$ cat config.mk
export PLATFORM = sky130hd
export DESIGN_NAME = fp_boxed_regfile
export DESIGN_NICKNAME = d
export VERILOG_FILES = /design/src/rtl/fp_boxed_regfile.sv
export SDC_FILE = /design/constraint.sdc
export NUM_CORES = 2
export LEC_CHECK = 0
export ABC_CLOCK_PERIOD_IN_PS = 7600
export BUFFER_PORTS_ARGS = -buffer_cell sky130_fd_sc_hd__buf_2
export CORE_ASPECT_RATIO = 1.1
export CORE_UTILIZATION = 37
export DETAILED_ROUTE_END_ITERATION = 8
export PLACE_DENSITY = 0.5
export SLEW_MARGIN = 20
export SYNTH_ARGS = -nofsm -noshare
export SYNTH_HDL_FRONTEND = slang
export SYNTH_SLANG_ARGS = --single-unit
$ cat constraint.sdc
create_clock -name clk -period 7.6 [get_ports clk]
set_clock_uncertainty 0.1 [all_clocks]
set_input_delay 1.52 -clock clk [delete_from_list [all_inputs] [get_ports clk]]
set_output_delay 1.52 -clock clk [all_outputs]
set_load 0.02 [all_outputs]
$ cat src/rtl/fp_boxed_regfile.sv
module fp_boxed_regfile #(
  parameter int NREGS = 32,
  parameter int IDXW  = $clog2(NREGS)
) (
  input  logic            clk,
  input  logic            rst_n,
  input  logic [IDXW-1:0] rd_a_idx,
  input  logic            rd_a_single,
  output logic [63:0]     rd_a_data,
  input  logic [IDXW-1:0] rd_b_idx,
  input  logic            rd_b_single,
  output logic [63:0]     rd_b_data,
  input  logic            wr_en,
  input  logic [IDXW-1:0] wr_idx,
  input  logic            wr_single,
  input  logic            wr_from_load,
  input  logic [63:0]     wr_data,
  input  logic            chk_en,
  input  logic            chk_single,
  input  logic            f_enable,
  input  logic            d_enable,
  input  logic            fs_set_en,
  input  logic [1:0]      fs_set_val,
  output logic [1:0]      fs_state,
  output logic            fs_summary,
  output logic            illegal
);
  localparam logic [1:0]  FS_OFF   = 2'd0;
  localparam logic [1:0]  FS_INIT  = 2'd1;
  localparam logic [1:0]  FS_DIRTY = 2'd3;
  localparam logic [31:0] ONES32   = 32'hFFFF_FFFF;
  localparam logic [63:0] QNAN_BOX = {ONES32, 32'h7FC0_0000};

  logic [63:0] regs [NREGS];
  logic [1:0]  fs_q;
  logic        wr_bad, chk_bad, wr_commit;
  logic [63:0] wr_val;

  assign wr_bad    = (fs_q == FS_OFF) || (wr_single ? !f_enable : !d_enable);
  assign chk_bad   = (fs_q == FS_OFF) || (chk_single ? !f_enable : !d_enable);
  assign illegal   = (wr_en && wr_bad) || (chk_en && chk_bad);
  assign wr_commit = wr_en && !wr_bad;
  assign wr_val    = wr_single ? {ONES32, wr_data[31:0]} : wr_data;

  function automatic logic [63:0] unbox(input logic [63:0] v, input logic sp);
    if (sp && v[63:32] != ONES32) return QNAN_BOX;
    return v;
  endfunction

  assign rd_a_data  = unbox(regs[rd_a_idx], rd_a_single);
  assign rd_b_data  = unbox(regs[rd_b_idx], rd_b_single);
  assign fs_state   = fs_q;
  assign fs_summary = (fs_q == FS_DIRTY);

  always_ff @(posedge clk or negedge rst_n) begin
    if (!rst_n) begin
      for (int i = 0; i < NREGS; i++) regs[i] <= '0;
    end else if (wr_commit) begin
      regs[wr_idx] <= wr_val;
    end
  end

  always_ff @(posedge clk or negedge rst_n) begin
    if (!rst_n)         fs_q <= FS_INIT;
    else if (fs_set_en) fs_q <= fs_set_val;
    else if (wr_commit) fs_q <= FS_DIRTY;
  end


  a_dirty_on_write_chk: assert property (@(posedge clk) disable iff (!rst_n)
    (wr_en && fs_q != FS_OFF && !fs_set_en && (wr_single ? f_enable : d_enable)) |=> fs_state == FS_DIRTY);

  a_dirty_sticks_chk: assert property (@(posedge clk) disable iff (!rst_n)
    (fs_state == FS_DIRTY && !fs_set_en) |=> fs_state == FS_DIRTY);

  a_off_only_by_set_chk: assert property (@(posedge clk) disable iff (!rst_n)
    (fs_state != FS_OFF && !fs_set_en) |=> fs_state != FS_OFF);

  a_off_illegal_chk: assert property (@(posedge clk) disable iff (!rst_n)
    ((wr_en || chk_en) && fs_state == FS_OFF) |-> illegal);

  a_off_no_write_chk: assert property (@(posedge clk) disable iff (!rst_n)
    (fs_state == FS_OFF && !fs_set_en) |=> $stable(rd_a_data) || $past(rd_a_idx) != rd_a_idx || $past(rd_a_single) != rd_a_single);

  a_single_read_boxed_chk: assert property (@(posedge clk) disable iff (!rst_n)
    rd_a_single |-> rd_a_data[63:32] == ONES32);

  a_tag_box_chk: assert property (@(posedge clk) disable iff (!rst_n)
    (wr_en && wr_single && f_enable && fs_q != FS_OFF && wr_idx == rd_b_idx && rd_b_single && (wr_from_load || !wr_from_load))
    |=> (rd_b_idx != $past(rd_b_idx)) || !rd_b_single || rd_b_data[31:0] == $past(wr_data[31:0]));
endmodule

# [Word-level counts from Yosys, hierarchy flattened]
# Index checks and enable logic that the tools add are counted.
[totals] register_bits=2050 in_bits=93 output_inout_bits=132 elab_cells=77
[op_classes] magnitude_cmp=4 eq_ne=3 n_mux=20 n_bitwise=3 n_reduce_logical=14
[op_table] operator="$bwmux W2048" count=1
[op_table] operator="$bmux W64 S5" count=2
[op_table] operator="$mux W64" count=10
[op_table] operator="$demux W64 S5" count=1
[op_table] operator="$ne A32 B32 Y1 const B" count=2
[op_table] operator="$ge A6 B6 Y1 const B" count=3
[op_table] operator="$not A5 Y6" count=3
[op_table] operator="$logic_and A1 B1 Y1" count=6
[op_table] operator="$lt A6 B1 Y1 const B" count=1
[op_table] operator="$mux W1" count=4
[op_table] operator="$mux W2" count=2
[op_table] operator="$logic_not A1 Y1" count=3
[op_table] operator="$logic_or A1 B1 Y1" count=3
[op_table] operator="$eq A2 B2 Y1 const B" count=1
[op_table] operator="$logic_not A2 Y1" count=1
[op_table] operator="$reduce_bool A2 Y1" count=1

# [Depth between registers and ports, before layout]
[logic_depth] ltp_word=8 ltp_mapped=15 ltp_nobuf=8

# [Worst setup path before layout]
# Ideal clock, no wire load.
[synth_timing] kind="input to output" from="in rd_a_idx[0]" to="out rd_a_data[22]" t_arrival_ps=4399 required_time_ps=5980 setup_slack_ps=1581 path_stages=11 n_path_buf=7 cell_sequence="buf_4 -> buf_4 -> buf_4 -> buf_4 -> buf_2 -> buf_2 -> buf_2 -> mux4_2 -> mux4_2 -> nand2_1 -> nand3b_1"
[synth_via] elab_chain_len=8
[synth_rtl] element="from (decl)" line_no="7" text="input logic [IDXW-1:0] rd_a_idx,"
[synth_rtl] element="$not A5 Y6 (not written as such) (*)" line_no="50" text="assign rd_a_data = unbox(regs[rd_a_idx], rd_a_single);"
[synth_rtl] element="$bmux W64 S5 (*)" line_no="50"
[synth_rtl] element="$mux W64 (not written as such) (*) (2 in series)" line_no="50"
[synth_rtl] element="$ne A32 B32 Y1" line_no="46" text="if (sp && v[63:32] != ONES32) return QNAN_BOX;"
[synth_rtl] element="$logic_and A1 B1 Y1" line_no="46"
[synth_rtl] element="$mux W1" line_no="46"
[synth_rtl] element="$mux W64 (*)" line_no="47" text="return v;"
[synth_rtl] element="to (decl)" line_no="9" text="output logic [63:0] rd_a_data,"
# Every way passes the cells marked *; elsewhere a longest branch is shown, timed or not. The select of a mux whose other input is x is not followed.

# [Worst setup path in the final report]
[layout_timing] from="in rd_a_idx[4]" to="out rd_a_data[21]"
# The elaborated chain is that of the path after synthesis.

==> impl_metrics.ini <==
[run_status]
status = finished, final reports clean

[logic_synthesis]
synth_warnings = 0
ys_ff_latch = 2050
syn-num-nets = 8378
synthArstFlopShare = 1.00
netlist_area_sq_mm = 0.108
ys.flop_type = dfrtp_1
synth_top_area_share = 0.476
avgSynthCellArea_sq_um = 13.0
synth-edff-count = 0
synthTopCellsByCount = dfrtp_1 (2049), mux2_2 (1046), mux4_2 (1037), nand2_1 (683), nor2_1 (629)
ys_seq_area_frac = 0.477
synthTopCellsByArea = dfrtp_1 (48%), mux4_2 (22%), mux2_2 (11%)
synthesis.instances = 8285
yosysMostFrequentCell = dfrtp_1
synth_top_area_cell = dfrtp_1
ys_types = 68

[timing]
finalHoldViolations = 0
rsz0062_at_grt = false
post-route-min-period_ns = 7.51
tightest_slew_ns = 1.20
setup_viol = 0
max_freq_ghz = 0.133
fin_ws_ns = 0.0938
finalMaxSlewViolations = 0
setup_tns_ns = 0
finalCritPeriodShare = 0.988
slew_headroom = 0.203

[placement]
io_buffers = 223
hpwl_mm = 237
dp_slack_ns = 0.348
gp_congestion = 0.864

[hold_path]
worst_hold_path_type = flip-flop to flip-flop

[die]
die_y_microns = 568
start_util = 0.372
dieArea_sq_mm = 0.293
die_width_microns = 516
rows = 207
core_area_sq_mm = 0.289
io_pins = 225

[final_layout]
drive_gt1_frac = 0.374
fin_nets = 8335
n_fill_cell = 26789
multi_input_area_sq_mm = 0.0529
synthToLayoutAreaGrowth_pct = 12.9
seq_area_sq_mm = 0.0513

[drt]
num_vias = 74919
viasPerCell = 6.09
drc = 0
drt_iter0_markers = 7493
wirelength_mm = 399
drt_first_pass_iters = 6
routedWlPerCell_microns = 32.5
antenna_left = 0

[global_routing]
grt_max_degree = 173
busiest_layer = met2
grt_use_met1 = 0.384
met3_usage = 0.0464
grt_util_met2 = 0.424
antenna_found_initial = 27
grt_pass1_vias = 76531
grt_pass1_wl_mm = 576
overflow = 0
grt_use_total = 0.273

[pwr]
p_per_area_mw_per_mm2 = 254
ir_drop_mv = 0.185
p_leak_nw = 53.4

[setup_path]
cp-end-kind = primary output
cp-start-kind = input pin
cp_max_fo = 18
crit_arrival_ns = 5.89
worstPathRequired_ns = 5.98
critPathKind = input pin to primary output

[clocking]
cts-htree-levels = 4
ctsHoldBuffers = 0
cts.clk_slew.worst_paths_ns = 0.05
post_cts_buffers = 0
cts_buffer_depth = 4
numCtsBuffers = 235
cts_root_buffer = clkbuf_16
cts_num_sinks = 2050
cts_tree = yes
cts_resized = 0
clk_latency_ns = 0.89

[flow_run]
cap_violations = 0
## worst paths after layout
kind,startpoint,end,slack (ns),cells after the start
max,rd_a_idx[4],rd_a_data[21],0.09,14
min,regs[1065],regs[1065],0.39,2
max reg2reg,fs_state[0],regs[721],3.93,7
min reg2reg,regs[1065],regs[1065],0.39,2
max in group asynchronous,rst_n,regs[1934],4.86,4
min in group asynchronous,rst_n,regs[1084],0.56,1
## layout make-up
| class | count | share of cell area |
|---|---|---|
| Clock inverter | 50 | 0.00366 |
| Inverter | 9 | 0.000443 |
| Tap cell | 3866 | 0.0398 |
| Timing Repair Buffer | 596 | 0.0409 |
| Sequential cell | 2050 | 0.422 |
| Antenna cell | 10 | 0.000206 |
| Clock buffer | 369 | 0.0577 |
| Multi-Input combinational cell | 5350 | 0.435 |
## state kept, by name, indices dropped and copies added, names as in the netlist
name and count:
fs_state 2, regs 2048
## placed cells by master, fill, tap and decap left out, types with 13 or more instances in the layout
master | synthesis | routed
and2_1 | 23 | 23
o22ai_1 | 69 | 69
a22oi_1 | 82 | 82
clkbuf_16 | 0 | 240
o21ai_0 | 531 | 531
mux2i_1 | 290 | 290
nand3_1 | 59 | 59
a31oi_1 | 14 | 14
clkbuf_1 | 564 | 77
buf_12 | 2 | 76
buf_2 | 141 | 212
nor2_4 | 0 | 38
nor2_1 | 629 | 582
mux2_2 | 1046 | 1046
nand3b_1 | 15 | 15
clkinv_2 | 0 | 33
dfrtp_1 | 2049 | 2049
nand2b_1 | 23 | 23
buf_4 | 46 | 298
clkbuf_8 | 0 | 52
nor3_1 | 13 | 13
a32oi_1 | 18 | 18
nor2b_1 | 22 | 18
o221ai_1 | 23 | 23
a21oi_1 | 563 | 562
or2_2 | 43 | 43
nand2_4 | 0 | 14
nand2_1 | 683 | 669
mux4_2 | 1037 | 1037
nand4_1 | 31 | 31
## stage by stage
step                power (mW)  cell area (sq um)  hold WS (ns)  utilization  std cells
floorplan                 17.7             108000         0.361            -       8285
global placement          19.5             114000         0.373        0.394      11866
detailed placement        19.8             114000         0.386        0.394      11870
CTS                       31.1             121000         0.399        0.420      12289
global route              32.2             121000         0.423        0.420      12293
finish                    30.9             122000         0.392        0.420      12300
## critical path, stage by stage
cell      delay (ns)
buf_4           0.48
inv_8           0.07
nor2_1          0.55
buf_4           0.31
a22oi_1         0.10
a211oi_1        0.86
nand4_1         0.38
nor4_1          0.38
buf_4           0.17
a41oi_4         0.09
buf_12          0.25
buf_12          0.17
a21oi_1         0.26
buf_2           0.23
## power breakdown
part	total, mW	switching [mW]	internal (mW)	leakage (nW)
clock network	11.2	4.77	6.47	3.67
registers	13.9	1.27	12.6	27.3
logic	5.77	2.78	2.99	22.5
total	30.9	8.82	22.1	53.4
## routing by layer
metal  routed length (microns)  share of wire  vias up
li1                          -              -    30893
met1                    172000           0.43    40321
met2                    183000           0.46     2952
met3                     27900          0.070      727
met4                     15800          0.040       26
met5                       169        0.00042        -
## kinds of logic after synthesis
kind of cell / Yosys count / synth area share
multiplexers: 2373 / 0.353
AO/OA/AOI/OAI: 1378 / 0.0710
flip-flops: 2050 / 0.477
buffers and inverters: 885 / 0.0364
AND/OR/NAND/NOR: 1599 / 0.0624
(Power assumes the default switching activity.)
